==> config.mk <==
export PLATFORM = sky130hd
export DESIGN_NAME = spi_xfer_engine
export DESIGN_NICKNAME = d
export VERILOG_FILES = /design/src/rtl/spi_eng_pkg.sv /design/src/rtl/spi_byte_shifter.sv /design/src/rtl/spi_xfer_seq.sv /design/src/rtl/spi_cs_drive.sv /design/src/rtl/spi_xfer_engine.sv
export SDC_FILE = /design/constraint.sdc
export NUM_CORES = 1
export LEC_CHECK = 0
export ABC_AREA = 1
export BUFFER_PORTS_ARGS = -buffer_cell sky130_fd_sc_hd__buf_2
export CAP_MARGIN = 20
export CORE_MARGIN = 1
export CORE_UTILIZATION = 59
export DETAILED_ROUTE_END_ITERATION = 16
export GPL_TIMING_DRIVEN = 0
export PLACE_DENSITY = 0.86
export SLEW_MARGIN = 30
export SYNTH_ARGS = -nofsm -noshare
export SYNTH_HDL_FRONTEND = slang
export SYNTH_SLANG_ARGS = --single-unit
==> constraint.sdc <==
create_clock -name clk -period 5 [get_ports clk]
set_input_delay 0.25 -clock clk [delete_from_list [all_inputs] [get_ports clk]]
set_output_delay 0.25 -clock clk [all_outputs]
set_load 0.1 [all_outputs]
==> src/rtl/spi_eng_pkg.sv <==
package spi_eng_pkg;

  // Control word field positions
  localparam int CW_CPHA  = 0;
  localparam int CW_CPOL  = 1;
  localparam int CW_CSLOW = 2;
  localparam int CW_SEL   = 4;
  localparam int CW_MAN   = 6;
  localparam int CW_LVL   = 7;
  localparam int CW_DROP  = 8;
  localparam int CW_LSB   = 12;
  localparam int CW_GO    = 31;

  localparam logic [31:0] CW_MASK = 32'h8000_11F7;

  typedef struct packed {
    logic       go;
    logic       lsb;
    logic       drop;
    logic       lvl;
    logic       man;
    logic [1:0] sel;
    logic       cs_low;
    logic       cpol;
    logic       cpha;
  } xfer_cfg_t;

  typedef enum logic [1:0] {
    SQ_IDLE  = 2'd0,
    SQ_FETCH = 2'd1,
    SQ_RUN   = 2'd2
  } seq_state_e;

  function automatic xfer_cfg_t unpack_cfg(input logic [31:0] w);
    xfer_cfg_t c;
    c.go     = w[CW_GO];
    c.lsb    = w[CW_LSB];
    c.drop   = w[CW_DROP];
    c.lvl    = w[CW_LVL];
    c.man    = w[CW_MAN];
    c.sel    = w[CW_SEL+1:CW_SEL];
    c.cs_low = w[CW_CSLOW];
    c.cpol   = w[CW_CPOL];
    c.cpha   = w[CW_CPHA];
    return c;
  endfunction

endpackage

==> src/rtl/spi_byte_shifter.sv <==
module spi_byte_shifter #(
  parameter int DATA_W = 8
) (
  input  logic              clk,
  input  logic              rst_n,
  input  logic              load,
  input  logic [DATA_W-1:0] load_byte,
  input  logic              tick,
  input  logic              cpha,
  input  logic              lsb,
  input  logic              miso,
  output logic              mosi,
  output logic              clk_lvl,
  output logic              byte_done,
  output logic [DATA_W-1:0] rx_byte
);

  localparam int CNT_W = $clog2(2 * DATA_W);
  localparam logic [CNT_W-1:0] LAST = CNT_W'(2 * DATA_W - 1);

  logic              active_q, active_d;
  logic [CNT_W-1:0]  cnt_q, cnt_d;
  logic              lvl_q, lvl_d;
  logic [DATA_W-1:0] tsr_q, tsr_d;
  logic [DATA_W-1:0] rsr_q, rsr_d;
  logic [DATA_W-1:0] rxb_q, rxb_d;
  logic              bdone_q, bdone_d;

  logic              leading, sample_now, shift_now;
  logic [DATA_W-1:0] rx_in, tx_sh;

  always_comb begin
    leading    = ~cnt_q[0];
    sample_now = cpha ? ~leading : leading;
    shift_now  = cpha ? (leading && (cnt_q != '0)) : (~leading && (cnt_q != LAST));
    rx_in      = lsb ? {miso, rsr_q[DATA_W-1:1]} : {rsr_q[DATA_W-2:0], miso};
    tx_sh      = lsb ? {1'b0, tsr_q[DATA_W-1:1]} : {tsr_q[DATA_W-2:0], 1'b0};
  end

  always_comb begin
    active_d = active_q;
    cnt_d    = cnt_q;
    lvl_d    = lvl_q;
    tsr_d    = tsr_q;
    rsr_d    = rsr_q;
    rxb_d    = rxb_q;
    bdone_d  = 1'b0;
    if (load) begin
      active_d = 1'b1;
      cnt_d    = '0;
      lvl_d    = 1'b0;
      tsr_d    = load_byte;
    end else if (active_q && tick) begin
      lvl_d = ~lvl_q;
      cnt_d = cnt_q + CNT_W'(1);
      if (sample_now) rsr_d = rx_in;
      if (shift_now)  tsr_d = tx_sh;
      if (cnt_q == LAST) begin
        active_d = 1'b0;
        bdone_d  = 1'b1;
        rxb_d    = sample_now ? rx_in : rsr_q;
      end
    end
  end

  always_ff @(posedge clk or negedge rst_n) begin
    if (!rst_n) begin
      active_q <= 1'b0;
      cnt_q    <= '0;
      lvl_q    <= 1'b0;
      tsr_q    <= '0;
      rsr_q    <= '0;
      rxb_q    <= '0;
      bdone_q  <= 1'b0;
    end else begin
      active_q <= active_d;
      cnt_q    <= cnt_d;
      lvl_q    <= lvl_d;
      tsr_q    <= tsr_d;
      rsr_q    <= rsr_d;
      rxb_q    <= rxb_d;
      bdone_q  <= bdone_d;
    end
  end

  assign mosi      = lsb ? tsr_q[0] : tsr_q[DATA_W-1];
  assign clk_lvl   = lvl_q;
  assign byte_done = bdone_q;
  assign rx_byte   = rxb_q;

  // the serial clock level moves only in the cycle after a tick
  p_edge_after_tick_r4: assert property (@(posedge clk) disable iff (!rst_n)
    !$stable(lvl_q) |-> $past(tick));

  // a new byte is never loaded over one still being shifted
  p_load_when_idle_r6: assert property (@(posedge clk) disable iff (!rst_n)
    load |-> !active_q);

endmodule

==> src/rtl/spi_xfer_seq.sv <==
module spi_xfer_seq
  import spi_eng_pkg::*;
#(
  parameter int LEN_W  = 24,
  parameter int DATA_W = 8
) (
  input  logic              clk,
  input  logic              rst_n,
  input  logic              start,
  input  logic [LEN_W-1:0]  burst_len,
  input  logic [LEN_W-1:0]  tx_len,
  input  logic              txq_empty,
  input  logic [DATA_W-1:0] txq_data,
  output logic              txq_pop,
  input  logic              byte_done,
  output logic              load,
  output logic [DATA_W-1:0] load_byte,
  output logic              done
);

  seq_state_e       state_q, state_d;
  logic [LEN_W-1:0] left_q, left_d;
  logic [LEN_W-1:0] txl_q, txl_d;
  logic             done_q, done_d;

  always_comb begin
    state_d   = state_q;
    left_d    = left_q;
    txl_d     = txl_q;
    done_d    = 1'b0;
    load      = 1'b0;
    load_byte = '0;
    txq_pop   = 1'b0;
    unique case (state_q)
      SQ_IDLE: begin
        if (start) begin
          if (burst_len == '0) begin
            done_d = 1'b1;
          end else begin
            left_d  = burst_len;
            txl_d   = tx_len;
            state_d = SQ_FETCH;
          end
        end
      end
      SQ_FETCH: begin
        if (txl_q != '0) begin
          if (!txq_empty) begin
            load      = 1'b1;
            load_byte = txq_data;
            txq_pop   = 1'b1;
            txl_d     = txl_q - LEN_W'(1);
            state_d   = SQ_RUN;
          end
        end else begin
          load    = 1'b1;
          state_d = SQ_RUN;
        end
      end
      SQ_RUN: begin
        if (byte_done) begin
          left_d = left_q - LEN_W'(1);
          if (left_q == LEN_W'(1)) begin
            done_d  = 1'b1;
            state_d = SQ_IDLE;
          end else begin
            state_d = SQ_FETCH;
          end
        end
      end
      default: state_d = SQ_IDLE;
    endcase
  end

  always_ff @(posedge clk or negedge rst_n) begin
    if (!rst_n) begin
      state_q <= SQ_IDLE;
      left_q  <= '0;
      txl_q   <= '0;
      done_q  <= 1'b0;
    end else begin
      state_q <= state_d;
      left_q  <= left_d;
      txl_q   <= txl_d;
      done_q  <= done_d;
    end
  end

  assign done = done_q;

  // the TX FIFO is never popped while it reports empty
  p_pop_nonempty_r8: assert property (@(posedge clk) disable iff (!rst_n)
    txq_pop |-> !txq_empty);

endmodule

==> src/rtl/spi_cs_drive.sv <==
module spi_cs_drive #(
  parameter int NUM_CS = 4,
  parameter int SEL_W  = $clog2(NUM_CS)
) (
  input  logic [SEL_W-1:0]  sel,
  input  logic              man,
  input  logic              lvl,
  input  logic              cs_low,
  input  logic              busy,
  output logic [NUM_CS-1:0] cs_o
);

  logic idle_lvl, act_lvl;

  assign idle_lvl = cs_low;
  assign act_lvl  = ~cs_low;

  for (genvar i = 0; i < NUM_CS; i++) begin : g_line
    assign cs_o[i] = (sel == SEL_W'(i)) ?
                     (man ? lvl : (busy ? act_lvl : idle_lvl)) : idle_lvl;
  end

endmodule

==> src/rtl/spi_xfer_engine.sv <==
module spi_xfer_engine
  import spi_eng_pkg::*;
#(
  parameter int LEN_W  = 24,
  parameter int DATA_W = 8
) (
  input  logic              clk,
  input  logic              rst_n,
  input  logic              ctl_we,
  input  logic [31:0]       ctl_wdata,
  output logic [31:0]       ctl_rdata,
  input  logic [LEN_W-1:0]  burst_len,
  input  logic [LEN_W-1:0]  tx_len,
  input  logic              sclk_tick,
  input  logic              txq_empty,
  input  logic [DATA_W-1:0] txq_data,
  output logic              txq_pop,
  output logic              rxq_push,
  output logic [DATA_W-1:0] rxq_data,
  output logic              xfer_done,
  output logic              sclk,
  output logic              mosi,
  input  logic              miso,
  output logic [3:0]        cs_o
);

  localparam int NUM_CS = 4;

  logic [31:0]       ctl_q, ctl_d;
  xfer_cfg_t         cfg;
  logic              busy, wr_ok, start, done;
  logic              load, byte_done, clk_lvl;
  logic [DATA_W-1:0] load_byte, rx_byte;

  assign cfg   = unpack_cfg(ctl_q);
  assign busy  = cfg.go;
  assign wr_ok = ctl_we & ~busy;
  assign start = wr_ok & ctl_wdata[CW_GO];

  always_comb begin
    ctl_d = ctl_q;
    if (wr_ok)     ctl_d = ctl_wdata & CW_MASK;
    else if (done) ctl_d[CW_GO] = 1'b0;
  end

  always_ff @(posedge clk or negedge rst_n) begin
    if (!rst_n) ctl_q <= '0;
    else        ctl_q <= ctl_d;
  end

  spi_xfer_seq #(.LEN_W(LEN_W), .DATA_W(DATA_W)) i_seq (
    .clk       (clk),
    .rst_n     (rst_n),
    .start     (start),
    .burst_len (burst_len),
    .tx_len    (tx_len),
    .txq_empty (txq_empty),
    .txq_data  (txq_data),
    .txq_pop   (txq_pop),
    .byte_done (byte_done),
    .load      (load),
    .load_byte (load_byte),
    .done      (done)
  );

  spi_byte_shifter #(.DATA_W(DATA_W)) i_shift (
    .clk       (clk),
    .rst_n     (rst_n),
    .load      (load),
    .load_byte (load_byte),
    .tick      (sclk_tick),
    .cpha      (cfg.cpha),
    .lsb       (cfg.lsb),
    .miso      (miso),
    .mosi      (mosi),
    .clk_lvl   (clk_lvl),
    .byte_done (byte_done),
    .rx_byte   (rx_byte)
  );

  spi_cs_drive #(.NUM_CS(NUM_CS)) i_cs (
    .sel    (cfg.sel),
    .man    (cfg.man),
    .lvl    (cfg.lvl),
    .cs_low (cfg.cs_low),
    .busy   (busy),
    .cs_o   (cs_o)
  );

  assign ctl_rdata = ctl_q;
  assign sclk      = cfg.cpol ^ clk_lvl;
  assign rxq_push  = byte_done & ~cfg.drop;
  assign rxq_data  = rx_byte;
  assign xfer_done = done;

  // outside a transfer the serial clock rests at the polarity level
  p_sclk_idle_r1: assert property (@(posedge clk) disable iff (!rst_n)
    !ctl_q[CW_GO] |-> sclk == ctl_q[CW_CPOL]);

  // the completion pulse is followed by a cleared start bit
  p_go_clears_r2: assert property (@(posedge clk) disable iff (!rst_n)
    done |=> !ctl_q[CW_GO]);

  // configuration bits stay frozen while a transfer runs
  p_cfg_frozen_r3: assert property (@(posedge clk) disable iff (!rst_n)
    ctl_q[CW_GO] |=> $stable(ctl_q[30:0]));

endmodule

==> results.ini <==
[status]
status = finished clean

[hold_path]
hp-class = in2reg
hp-start = ctl_wdata[0]

[sta]
tightest_slew_ps = 582
tns_ps = 0
setup_viol = 0
post-route-min-period_ps = 2380
whs_ps = 77.1
finalCritPeriodShare_pct = 47.6
hold_violations = 0
rsz0062_at_grt = false
worst_clock_skew_ps = 14.9
finalMaxSlewViolations = 0
slew-limit-headroom_pct = 61.0
fmax_ghz = 0.420

[detailed_routing]
finalWirelength_um = 15500
wl_met1_um = 7010
detail-route-antenna-nets = 0
wl_per_cell_um = 12.5
drtIter0Drc = 482
vias_per_cell = 5.23
met2RoutedLength_um = 7040
drc = 0
num_vias = 6480
routed.top_layer = met4
drtPass1Iterations = 5
routed-wl-met3_um = 1110

[cts]
cts-resized-gates = 0
clock-root-buffer = clkbuf_8
cts_tree = yes
cts_buffers = 9
max-clock-path-buffers = 2
cts_sinks = 92
htreeDepth = 3
cts.clk_slew.worst_paths_ps = 110
clock_latency_ps = 380
postCtsHoldBufs = 1
cts_setup_buffers = 0

[floorplanning]
ios = 143
rows = 37
die-width_um = 105
core_area_sq_mm = 0.0103
initial_utilization_pct = 60.7
die_y_um = 105
die_area_sq_mm = 0.0110

[yosys]
synth_seq_cells = 92
synth_edf_count = 0
syn_avg_cell_area_sq_um = 6.49
async_reset_ff_share_pct = 100
dominantRegCellSynth = dfrtp_1
synth.area.top_cells = dfrtp_1 (37%), nand2_1 (22%), nor2_1 (7.0%)
yosysSeqAreaShare_pct = 36.8
synth_adder_area_share_pct = 0.999
synth_area_sq_mm = 0.00626
yosys_warnings = 0
synth-xor-area-share_pct = 0.839
synth_simple_gate_area_share_pct = 41.5
synth_top_family_by_area = simple AND/OR/NAND/NOR gates
netlist_instances = 965
synth_cell_types = 38
yosysTopAreaCellShare_pct = 36.8
synthMuxAreaShare_pct = 0.480
yosys.area.top_type = dfrtp_1
synth_compound_area_share_pct = 8.05

[grt]
grt_max_degree = 65
antenna_found_initial = 0
grt_first_pass_wirelength_um = 26800
track_usage_pct = 29.7
overflow = 0
first_global_vias = 6055

[pwr]
irDropWorstVdd_v = 0.000276
powerDensity_mw_per_mm2 = 307
p_leak_nw = 3.94
total_power_mw = 2.23

[cells_and_area]
final_nets = 1196
layoutNonFillerInstCount = 1238
area_growth_pct = 15.8
antenna_cells = 0
fin_util_pct = 70.2
drive_above_1_share_pct = 17.0

[worst_setup_path]
cp_slowest_stage_delay_ps = 400
cp-end-kind = output port
cp-start-kind = flip-flop
critPathTopFamily = simple AND/OR/NAND/NOR gates
reg2reg_from = i_seq.state_q[1]$_DFFE_PN0P_
cp_data_arrival_time_ps = 2130
slowest_stage = dfrtp_1
worstPathRequired_ps = 4750
crit_start = i_seq.txl_q[0]$_DFFE_PN0P_
cp_cell_sequence = inv_1, ha_1, nand3_2, nor2_8, nand3_1, nand2_1, inv_2, buf_2
worst-path-buf-inv = 3
criticalPathCategory = reg2out
worst-path-max-fanout = 9

[placed_design]
place.gp.congestion = 0.932
dp.cells = 1221
numPortBuffers = 98
hpwl_um = 11500

[job]
maxCapViolations = 0

cell usage in the layout, fill, tap and decap left out, types with 11 or more instances in the layout:
cell,n
a21oi_1,25
buf_2,110
buf_4,30
clkbuf_1,11
conb_1,22
dfrtp_1,92
inv_1,89
nand2_1,361
nand3_1,74
nand4_1,21
nor2_1,116
nor3_1,12
o21ai_0,52
path summary, 6_finish.rpt:
check | to | slack [ps] | depth (start not counted)
worst max register to register | i_seq.left_q[7]$_DFFE_PN0P_ | 2950 | 9
worst min register to register | i_shift.rx_byte[4]$_DFFE_PN0P_ | 490 | 2
worst min-delay path | ctl_rdata[0]$_DFFE_PN0N_ | 80 | 3
max in group asynchronous | i_seq.txl_q[12]$_DFFE_PN0P_ | 4080 | 3
worst max-delay path | txq_pop | 2620 | 8
min in group asynchronous | ctl_rdata[4]$_DFFE_PN0N_ | 300 | 2
registers in the layout (all words and copies together) (netlist names):
register and count:
i_seq.left_q 24, i_seq.txl_q 24, ctl_rdata 10, i_shift.rsr_q 8, i_shift.rx_byte 8, i_shift.tsr_q 8
i_shift.cnt_q 4, i_seq.state_q 2, i_seq.done 1, i_shift.active_q 1, i_shift.byte_done 1, i_shift.clk_lvl 1
metal layers:
metal,global-route usage (%),vias to the layer above
li1,-,3273
met1,39.8,2922
met2,48.5,251
met3,4.87,34
met4,11.1,0
met5,0,-
stage by stage:
step	setup WS [ps]	cell area [sq um]
final	2620	7250
after global routing	2460	7250
after CTS	2600	7250
after detailed placement	3020	7040
after global placement	2780	7000
after floorplan	1940	6340
cells in the mapped netlist, types with 4 or more instances:
library cell / count
nor3_1: 12
or2_2: 4
clkbuf_1: 11
inv_1: 89
nand3_2: 4
buf_4: 30
a21oi_1: 25
nand2_1: 361
ha_1: 5
nand3_1: 74
o21ai_0: 52
buf_2: 13
nor2_1: 116
o21ai_1: 7
xor2_1: 6
inv_2: 4
dfrtp_1: 92
nand4_1: 21
nor2_2: 6
power breakdown:
part | switching (mW) | internal, mW
Clock | 0.319 | 0.199
Combinational | 0.593 | 0.192
Sequential | 0.0802 | 0.844
cell type report:
type                            count  area, sq um
Tap cell                          136          170
Sequential cell                    92         2300
Inverter                           94          355
Fill cell                         941         3070
Multi-Input combinational cell    744         3330
Timing Repair Buffer              100          534
Buffer                             56          354
Clock inverter                      7         81.3
Clock buffer                        9          124
kinds of logic after synthesis:
group	count (synthesis)
AOI/OAI and AO/OA	96
xor gates and xnor gates	6
adders and majority gates	5
buffers and inverters	150
DFF	92
muxes	3
other	1
and+or+nand+nor	612
worst reg2reg max path: stages (launching register included):
cell and delay [ps]:
dfrtp_1 460, nor2_1 310, nand3_1 110, nor2_1 200, nand2_1 170, nand2_2 210
inv_2 90, buf_2 210, o21ai_0 100, nand2_1 80
Power figures use the tool's default switching activity.
